===== config.mk =====
export PLATFORM = sky130hd
export DESIGN_NAME = core_top
export DESIGN_NICKNAME = d
export VERILOG_FILES = /design/src/rtl/core_pkg.sv /design/src/rtl/core_decode.sv /design/src/rtl/core_immext.sv /design/src/rtl/core_alu.sv /design/src/rtl/core_regfile.sv /design/src/rtl/core_dmem.sv /design/src/rtl/core_top.sv
export SDC_FILE = /design/constraint.sdc
export NUM_CORES = 2
export LEC_CHECK = 0
export BUFFER_PORTS_ARGS = -buffer_cell sky130_fd_sc_hd__buf_2
export CAP_MARGIN = 30
export CORE_ASPECT_RATIO = 0.6
export CORE_UTILIZATION = 30
export CTS_CLUSTER_SIZE = 30
export DETAILED_ROUTE_END_ITERATION = 7
export RECOVER_POWER = 25
export SYNTH_ARGS = -nofsm -noshare
export SYNTH_HDL_FRONTEND = slang
export SYNTH_SLANG_ARGS = --single-unit

===== constraint.sdc =====
create_clock -name clk -period 8.05 [get_ports clk]
set_clock_uncertainty 0.2 [all_clocks]
set_input_delay 0 -clock clk [delete_from_list [all_inputs] [get_ports clk]]
set_output_delay 0 -clock clk [all_outputs]
set_load 0.01 [all_outputs]

===== src/rtl/core_pkg.sv =====
package core_pkg;

    localparam int INSTR_W = 32;
    localparam int IMM_W   = 16;
    localparam int RIDX_W  = 5;

    localparam logic [5:0] OP_RTYPE = 6'b000000;
    localparam logic [5:0] OP_ADDI  = 6'b001000;
    localparam logic [5:0] OP_ORI   = 6'b001101;
    localparam logic [5:0] OP_SW    = 6'b101011;
    localparam logic [5:0] FN_ADD   = 6'b100000;

    typedef enum logic [2:0] {
        K_NONE = 3'd0,
        K_ADDI = 3'd1,
        K_ADD  = 3'd2,
        K_SW   = 3'd3,
        K_ORI  = 3'd4
    } ikind_t;

    typedef enum logic [1:0] {
        B_REG  = 2'b00,
        B_SEXT = 2'b01,
        B_ZEXT = 2'b10,
        B_ZERO = 2'b11
    } bsel_t;

    typedef enum logic {
        A_ADD = 1'b0,
        A_OR  = 1'b1
    } aluop_t;

    typedef struct packed {
        logic   rf_we;
        logic   dst_rd;
        bsel_t  bsel;
        aluop_t aluop;
        logic   mem_we;
    } ctrl_t;

endpackage


===== src/rtl/core_decode.sv =====
module core_decode
    import core_pkg::*;
(
    input  logic [5:0] opcode,
    input  logic [5:0] funct,
    output ikind_t     kind,
    output ctrl_t      ctl
);

    // classify the word
    always_comb begin
        kind = K_NONE;
        unique case (opcode)
            OP_RTYPE: kind = (funct == FN_ADD) ? K_ADD : K_NONE;
            OP_ADDI:  kind = K_ADDI;
            OP_ORI:   kind = K_ORI;
            OP_SW:    kind = K_SW;
            default:  kind = K_NONE;
        endcase
    end

    // control word per class
    always_comb begin
        ctl.rf_we  = 1'b0;
        ctl.dst_rd = 1'b0;
        ctl.bsel   = B_REG;
        ctl.aluop  = A_ADD;
        ctl.mem_we = 1'b0;
        unique case (kind)
            K_ADDI: begin
                ctl.rf_we = 1'b1;
                ctl.bsel  = B_SEXT;
            end
            K_ADD: begin
                ctl.rf_we  = 1'b1;
                ctl.dst_rd = 1'b1;
                ctl.bsel   = B_REG;
            end
            K_SW: begin
                ctl.bsel   = B_SEXT;
                ctl.mem_we = 1'b1;
            end
            K_ORI: begin
                ctl.rf_we = 1'b1;
                ctl.bsel  = B_ZEXT;
                ctl.aluop = A_OR;
            end
            default: ;
        endcase
    end

endmodule


===== src/rtl/core_immext.sv =====
module core_immext #(
    parameter int IMM_W  = 16,
    parameter int DATA_W = 32
) (
    input  logic [IMM_W-1:0]  imm,
    output logic [DATA_W-1:0] sext,
    output logic [DATA_W-1:0] zext
);

    localparam int PAD_W = DATA_W - IMM_W;

    assign sext = {{PAD_W{imm[IMM_W-1]}}, imm};
    assign zext = {{PAD_W{1'b0}}, imm};

endmodule


===== src/rtl/core_alu.sv =====
module core_alu
    import core_pkg::*;
#(
    parameter int DATA_W = 32
) (
    input  logic [DATA_W-1:0] srca,
    input  logic [DATA_W-1:0] reg_b,
    input  logic [DATA_W-1:0] imm_s,
    input  logic [DATA_W-1:0] imm_z,
    input  bsel_t             bsel,
    input  aluop_t            aluop,
    output logic [DATA_W-1:0] y
);

    logic [DATA_W-1:0] srcb;

    // four-way operand B selector; code 11 gives zero
    always_comb begin
        unique case (bsel)
            B_REG:   srcb = reg_b;
            B_SEXT:  srcb = imm_s;
            B_ZEXT:  srcb = imm_z;
            default: srcb = '0;
        endcase
    end

    always_comb begin
        unique case (aluop)
            A_OR:    y = srca | srcb;
            default: y = srca + srcb;
        endcase
    end

endmodule


===== src/rtl/core_regfile.sv =====
module core_regfile #(
    parameter int DATA_W = 32,
    parameter int REGS   = 32
) (
    input  logic                    clk,
    input  logic                    rst,
    input  logic [$clog2(REGS)-1:0] ra1,
    input  logic [$clog2(REGS)-1:0] ra2,
    input  logic                    we,
    input  logic [$clog2(REGS)-1:0] wa,
    input  logic [DATA_W-1:0]       wd,
    output logic [DATA_W-1:0]       rd1,
    output logic [DATA_W-1:0]       rd2
);

    logic [DATA_W-1:0] regs [REGS];

    always_ff @(posedge clk) begin
        if (rst) begin
            for (int i = 0; i < REGS; i++) begin
                regs[i] <= '0;
            end
        end else if (we && (wa != '0)) begin
            regs[wa] <= wd;
        end
    end

    assign rd1 = (ra1 == '0) ? '0 : regs[ra1];
    assign rd2 = (ra2 == '0) ? '0 : regs[ra2];

endmodule


===== src/rtl/core_dmem.sv =====
module core_dmem #(
    parameter int DATA_W = 32,
    parameter int WORDS  = 64
) (
    input  logic              clk,
    input  logic              we,
    input  logic [DATA_W-1:0] addr,
    input  logic [DATA_W-1:0] wd,
    output logic [DATA_W-1:0] q
);

    localparam int AW = $clog2(WORDS);

    logic [DATA_W-1:0] words [WORDS];
    logic [AW-1:0]     idx;
    logic              addr_unused;

    assign idx         = addr[AW+1:2];
    assign addr_unused = ^{addr[DATA_W-1:AW+2], addr[1:0]};

    always_ff @(posedge clk) begin
        if (we) begin
            words[idx] <= wd;
        end
    end

    assign q = words[idx];

endmodule


===== src/rtl/core_top.sv =====
module core_top
    import core_pkg::*;
#(
    parameter int DATA_W    = 32,
    parameter int MEM_WORDS = 64
) (
    input  logic              clk,
    input  logic              rst,
    input  logic [31:0]       instr,
    output logic [DATA_W-1:0] aluout,
    output logic [DATA_W-1:0] writedata,
    output logic              memwrite
);

    localparam int REGS = 1 << RIDX_W;

    ikind_t             kind;
    ctrl_t              ctl;
    logic [RIDX_W-1:0]  f_rs, f_rt, f_rd, waddr;
    logic [IMM_W-1:0]   f_imm;
    logic [DATA_W-1:0]  rs_val, rt_val, imm_s, imm_z;
    logic               rf_we;
    logic [DATA_W-1:0]  mem_q_unused;
    logic               kind_unused;

    assign f_rs  = instr[25:21];
    assign f_rt  = instr[20:16];
    assign f_rd  = instr[15:11];
    assign f_imm = instr[15:0];

    core_decode u_dec (
        .opcode (instr[31:26]),
        .funct  (instr[5:0]),
        .kind   (kind),
        .ctl    (ctl)
    );

    assign kind_unused = ^kind;
    assign rf_we       = ctl.rf_we;
    assign waddr       = ctl.dst_rd ? f_rd : f_rt;

    core_immext #(.IMM_W(IMM_W), .DATA_W(DATA_W)) u_ext (
        .imm  (f_imm),
        .sext (imm_s),
        .zext (imm_z)
    );

    core_regfile #(.DATA_W(DATA_W), .REGS(REGS)) u_rf (
        .clk (clk),
        .rst (rst),
        .ra1 (f_rs),
        .ra2 (f_rt),
        .we  (rf_we),
        .wa  (waddr),
        .wd  (aluout),
        .rd1 (rs_val),
        .rd2 (rt_val)
    );

    core_alu #(.DATA_W(DATA_W)) u_alu (
        .srca  (rs_val),
        .reg_b (rt_val),
        .imm_s (imm_s),
        .imm_z (imm_z),
        .bsel  (ctl.bsel),
        .aluop (ctl.aluop),
        .y     (aluout)
    );

    core_dmem #(.DATA_W(DATA_W), .WORDS(MEM_WORDS)) u_mem (
        .clk  (clk),
        .we   (ctl.mem_we),
        .addr (aluout),
        .wd   (rt_val),
        .q    (mem_q_unused)
    );

    assign writedata = rt_val;
    assign memwrite  = ctl.mem_we;

endmodule


==> flow_summary.json <==
{
  "wl_per_cell_um": 30.85,
  "hold_ws_ns": 0.06070,
  "synth_top_flop_cell": "edfxtp_1",
  "p_leak_nw": 22.77,
  "clkTransAtPathRegs_ns": 0.07,
  "hold_viol": 0,
  "clk_path_buf_depth": 3,
  "regMostFlops": "u_rf.regs",
  "min_to": "u_rf.regs[27][29]",
  "place_area_um2": 60150,
  "powerDensity_nw_per_um2": 220.4,
  "cts_made_buffers": 90,
  "overflow": 0,
  "dp_slack_ns": 1.703,
  "min_path_type": "primary input to flip-flop",
  "ir_drop_mv": 0.1860,
  "largest_reg_flops": 1024,
  "holdCritStartpoint": "instr[30]",
  "drc": 0,
  "async_flop_share": 0,
  "num_rows": 122,
  "post_cts_resized": 0,
  "dr.pass1.iters": 5,
  "netlist-cell-type-count": 67,
  "r2r-start": "u_rf.regs[7][10]",
  "status": "complete, but fails checks",
  "dp_hpwl_um": 130300,
  "core_um2": 185500,
  "cts_sinks": 1024,
  "worstPathArrival_ns": 7.35,
  "clock.fmax_ghz": 0.1348,
  "relSlewSlack": -1.374,
  "r2r_cells": 15,
  "clk-insertion-delay-late_ns": 0.71,
  "grt_pass1_vias": 37610,
  "maxSlewViolCount": 1023,
  "grt_usage": 0.2154,
  "die_x_um": 561.3,
  "path_common_cell": "clkbuf_1",
  "grt_setup_unrepaired": "false",
  "cp_slowest_stage_delay_ns": 2.39,
  "io_pins": 99,
  "cpMaxStageDelayCell": "clkbuf_1",
  "yosys.area.top_type_share": 0.5460,
  "worstSetupPathType": "primary input to flip-flop",
  "grt_pass1_wl_um": 289300,
  "port_buffers": 98,
  "critical_path.cell_chain": "dlygate4sd3_1, clkbuf_1, a211oi_2, and2_0, nand3_1, nor2_1, a21oi_4, clkbuf_1, nand2b_4",
  "routed_wl_um": 207100,
  "yosysSeqAreaShare": 0.5460,
  "num_vias": 39370,
  "cp-start-kind": "primary input",
  "yosysWarnings": 0,
  "start_util": 0.3036,
  "drive_above_1_share": 0.2460,
  "violations": "capacitance limit, slew limit",
  "fin_crit_sh": 0.9217,
  "synth_top_area_cell": "edfxtp_1",
  "root_buffer": "clkbuf_16",
  "drtAntennaViolNets": 0,
  "crit_start": "rst",
  "postCtsSetupRepairBufs": 0,
  "synth_edf_count": 1024,
  "drt_iter0_markers": 6932,
  "cts_tree": "yes",
  "avgViaCountPerCell": 5.865,
  "tightest_slew_ns": 3.561,
  "antenna_found_initial": 17,
  "largestRegisters": "u_rf.regs (1024)",
  "ys_seq_elements": 1024,
  "fin_crit_ns": 7.420,
  "final_common_cell": "nor2_1",
  "synth.avg_cell_area_um2": 13.47,
  "syn_area_um2": 56310,
  "maxCapViolCount": 33,
  "grt_max_degree": 87,
  "setup_slack_ns": 0.6301,
  "r2r-end": "u_rf.regs[22][27]",
  "cp.required_ns": 7.98,
  "worstPathMaxFanout": 36,
  "cts_max_level": 3,
  "syn_inst": 4181,
  "setup_viol": 0,
  "layout.nets": 4253,
  "gp_congestion": 0.9892,
  "totalNegativeSetupSlack_ns": 0,
  "final_cell_mix": "1,031 x nor2_1, 1,024 x edfxtp_1, 550 x mux4_2, 177 x a21oi_1, 148 x nand2_1",
  "fp.dieH_um": 337.6,
  "synth_area_leaders": "edfxtp_1 55%, mux4_2 22%, nor2_1 6.9%",
  "crit_path_end_kind": "flip-flop",
  "stdcell_area_um2": 63100,
  "area_delta_synth_final_pct": 12.05,
  "holdPathStages": 6,
  "reg2reg_setup_slack_ns": 2.19,
  "die_area_um2": 189500
}
[critical path, delay by kind of cell]
kind | cells | cell delay [ns]
AOI/OAI and AO/OA | 2 | 0.56
buffers and inverters | 3 | 4.62
and+or+nand+nor | 4 | 2.03
[worst max-delay path by stage]
stage,cells past startpoint,slack [ns],end
finish,9,0.63,u_rf.regs[23][13]
CTS,21,1.76,aluout[25]
detailed placement,20,1.70,u_rf.regs[4][27]
global route,9,0.68,u_rf.regs[31][8]
global placement,20,1.71,u_rf.regs[21][27]
floorplan,24,2.94,u_rf.regs[10][28]
[through the flow]
stage	total power [mW]	util	std cells
after floorplan	8.045	-	4212
after global placement	9.253	0.3241	6526
after detailed placement	9.287	0.3243	6531
after CTS	13.90	0.3413	6706
after global routing	14.31	0.3402	6711
final	13.91	0.3402	6713
[area by class of cell]
cell class	instances	area, um^2
Antenna cell	6	15.01
Clock buffer	111	2395
Clock inverter	53	643.1
Fill cell	17970	122400
Inverter	106	397.9
Multi-Input combinational cell	2658	23920
Sequential cell	1024	30750
Tap cell	2480	3103
Timing Repair Buffer	275	1878
[repair_timing]
| action | CTS | global route |
|---|---|---|
| setup endpoints to repair | 0 | 0 |
| endpoints found under the hold margin | 29 | 0 |
| hold buffers | 11 | 0 |
[cell usage after synthesis, types with 39 or more instances]
cell type and instances:
nor2_1 1033, edfxtp_1 1024, mux4_2 550, clkbuf_1 283
a21oi_1 200, nand2_1 149, inv_1 105, mux2i_1 93
nand2b_1 70, ha_1 63, buf_2 59, buf_1 58
o22ai_1 53, nor3_1 41, a21o_1 39, nor2_2 39
[power by group]
group          switching [mW]  internal [mW]  total, mW
sequential             0.0932           6.05       6.14
combinational            2.16          0.917       3.07
clock                    2.15           2.55       4.69
total                    4.40           9.51       13.9
[logic make-up (layout without fill, tap and decap cells)]
family	count (synthesis)	after routing	synth area share
buf+inv	530	545	0.03984
simple gates	1435	1435	0.1067
compound gates	453	453	0.05121
other cells	1	38	0.00006659
mux	653	653	0.2385
flops	1024	1024	0.5460
fa+ha+maj	64	64	0.01435
xor+xnor	21	21	0.003266
[metal layers]
layer,global-route usage,up-vias,routed length (um)
met2,0.3079,2962,86760
met3,0.06825,340,29830
li1,-,15690,-
met5,0,-,22
met4,0.05357,4,5493
met1,0.3141,20370,85020
(Power assumes the default switching activity.)
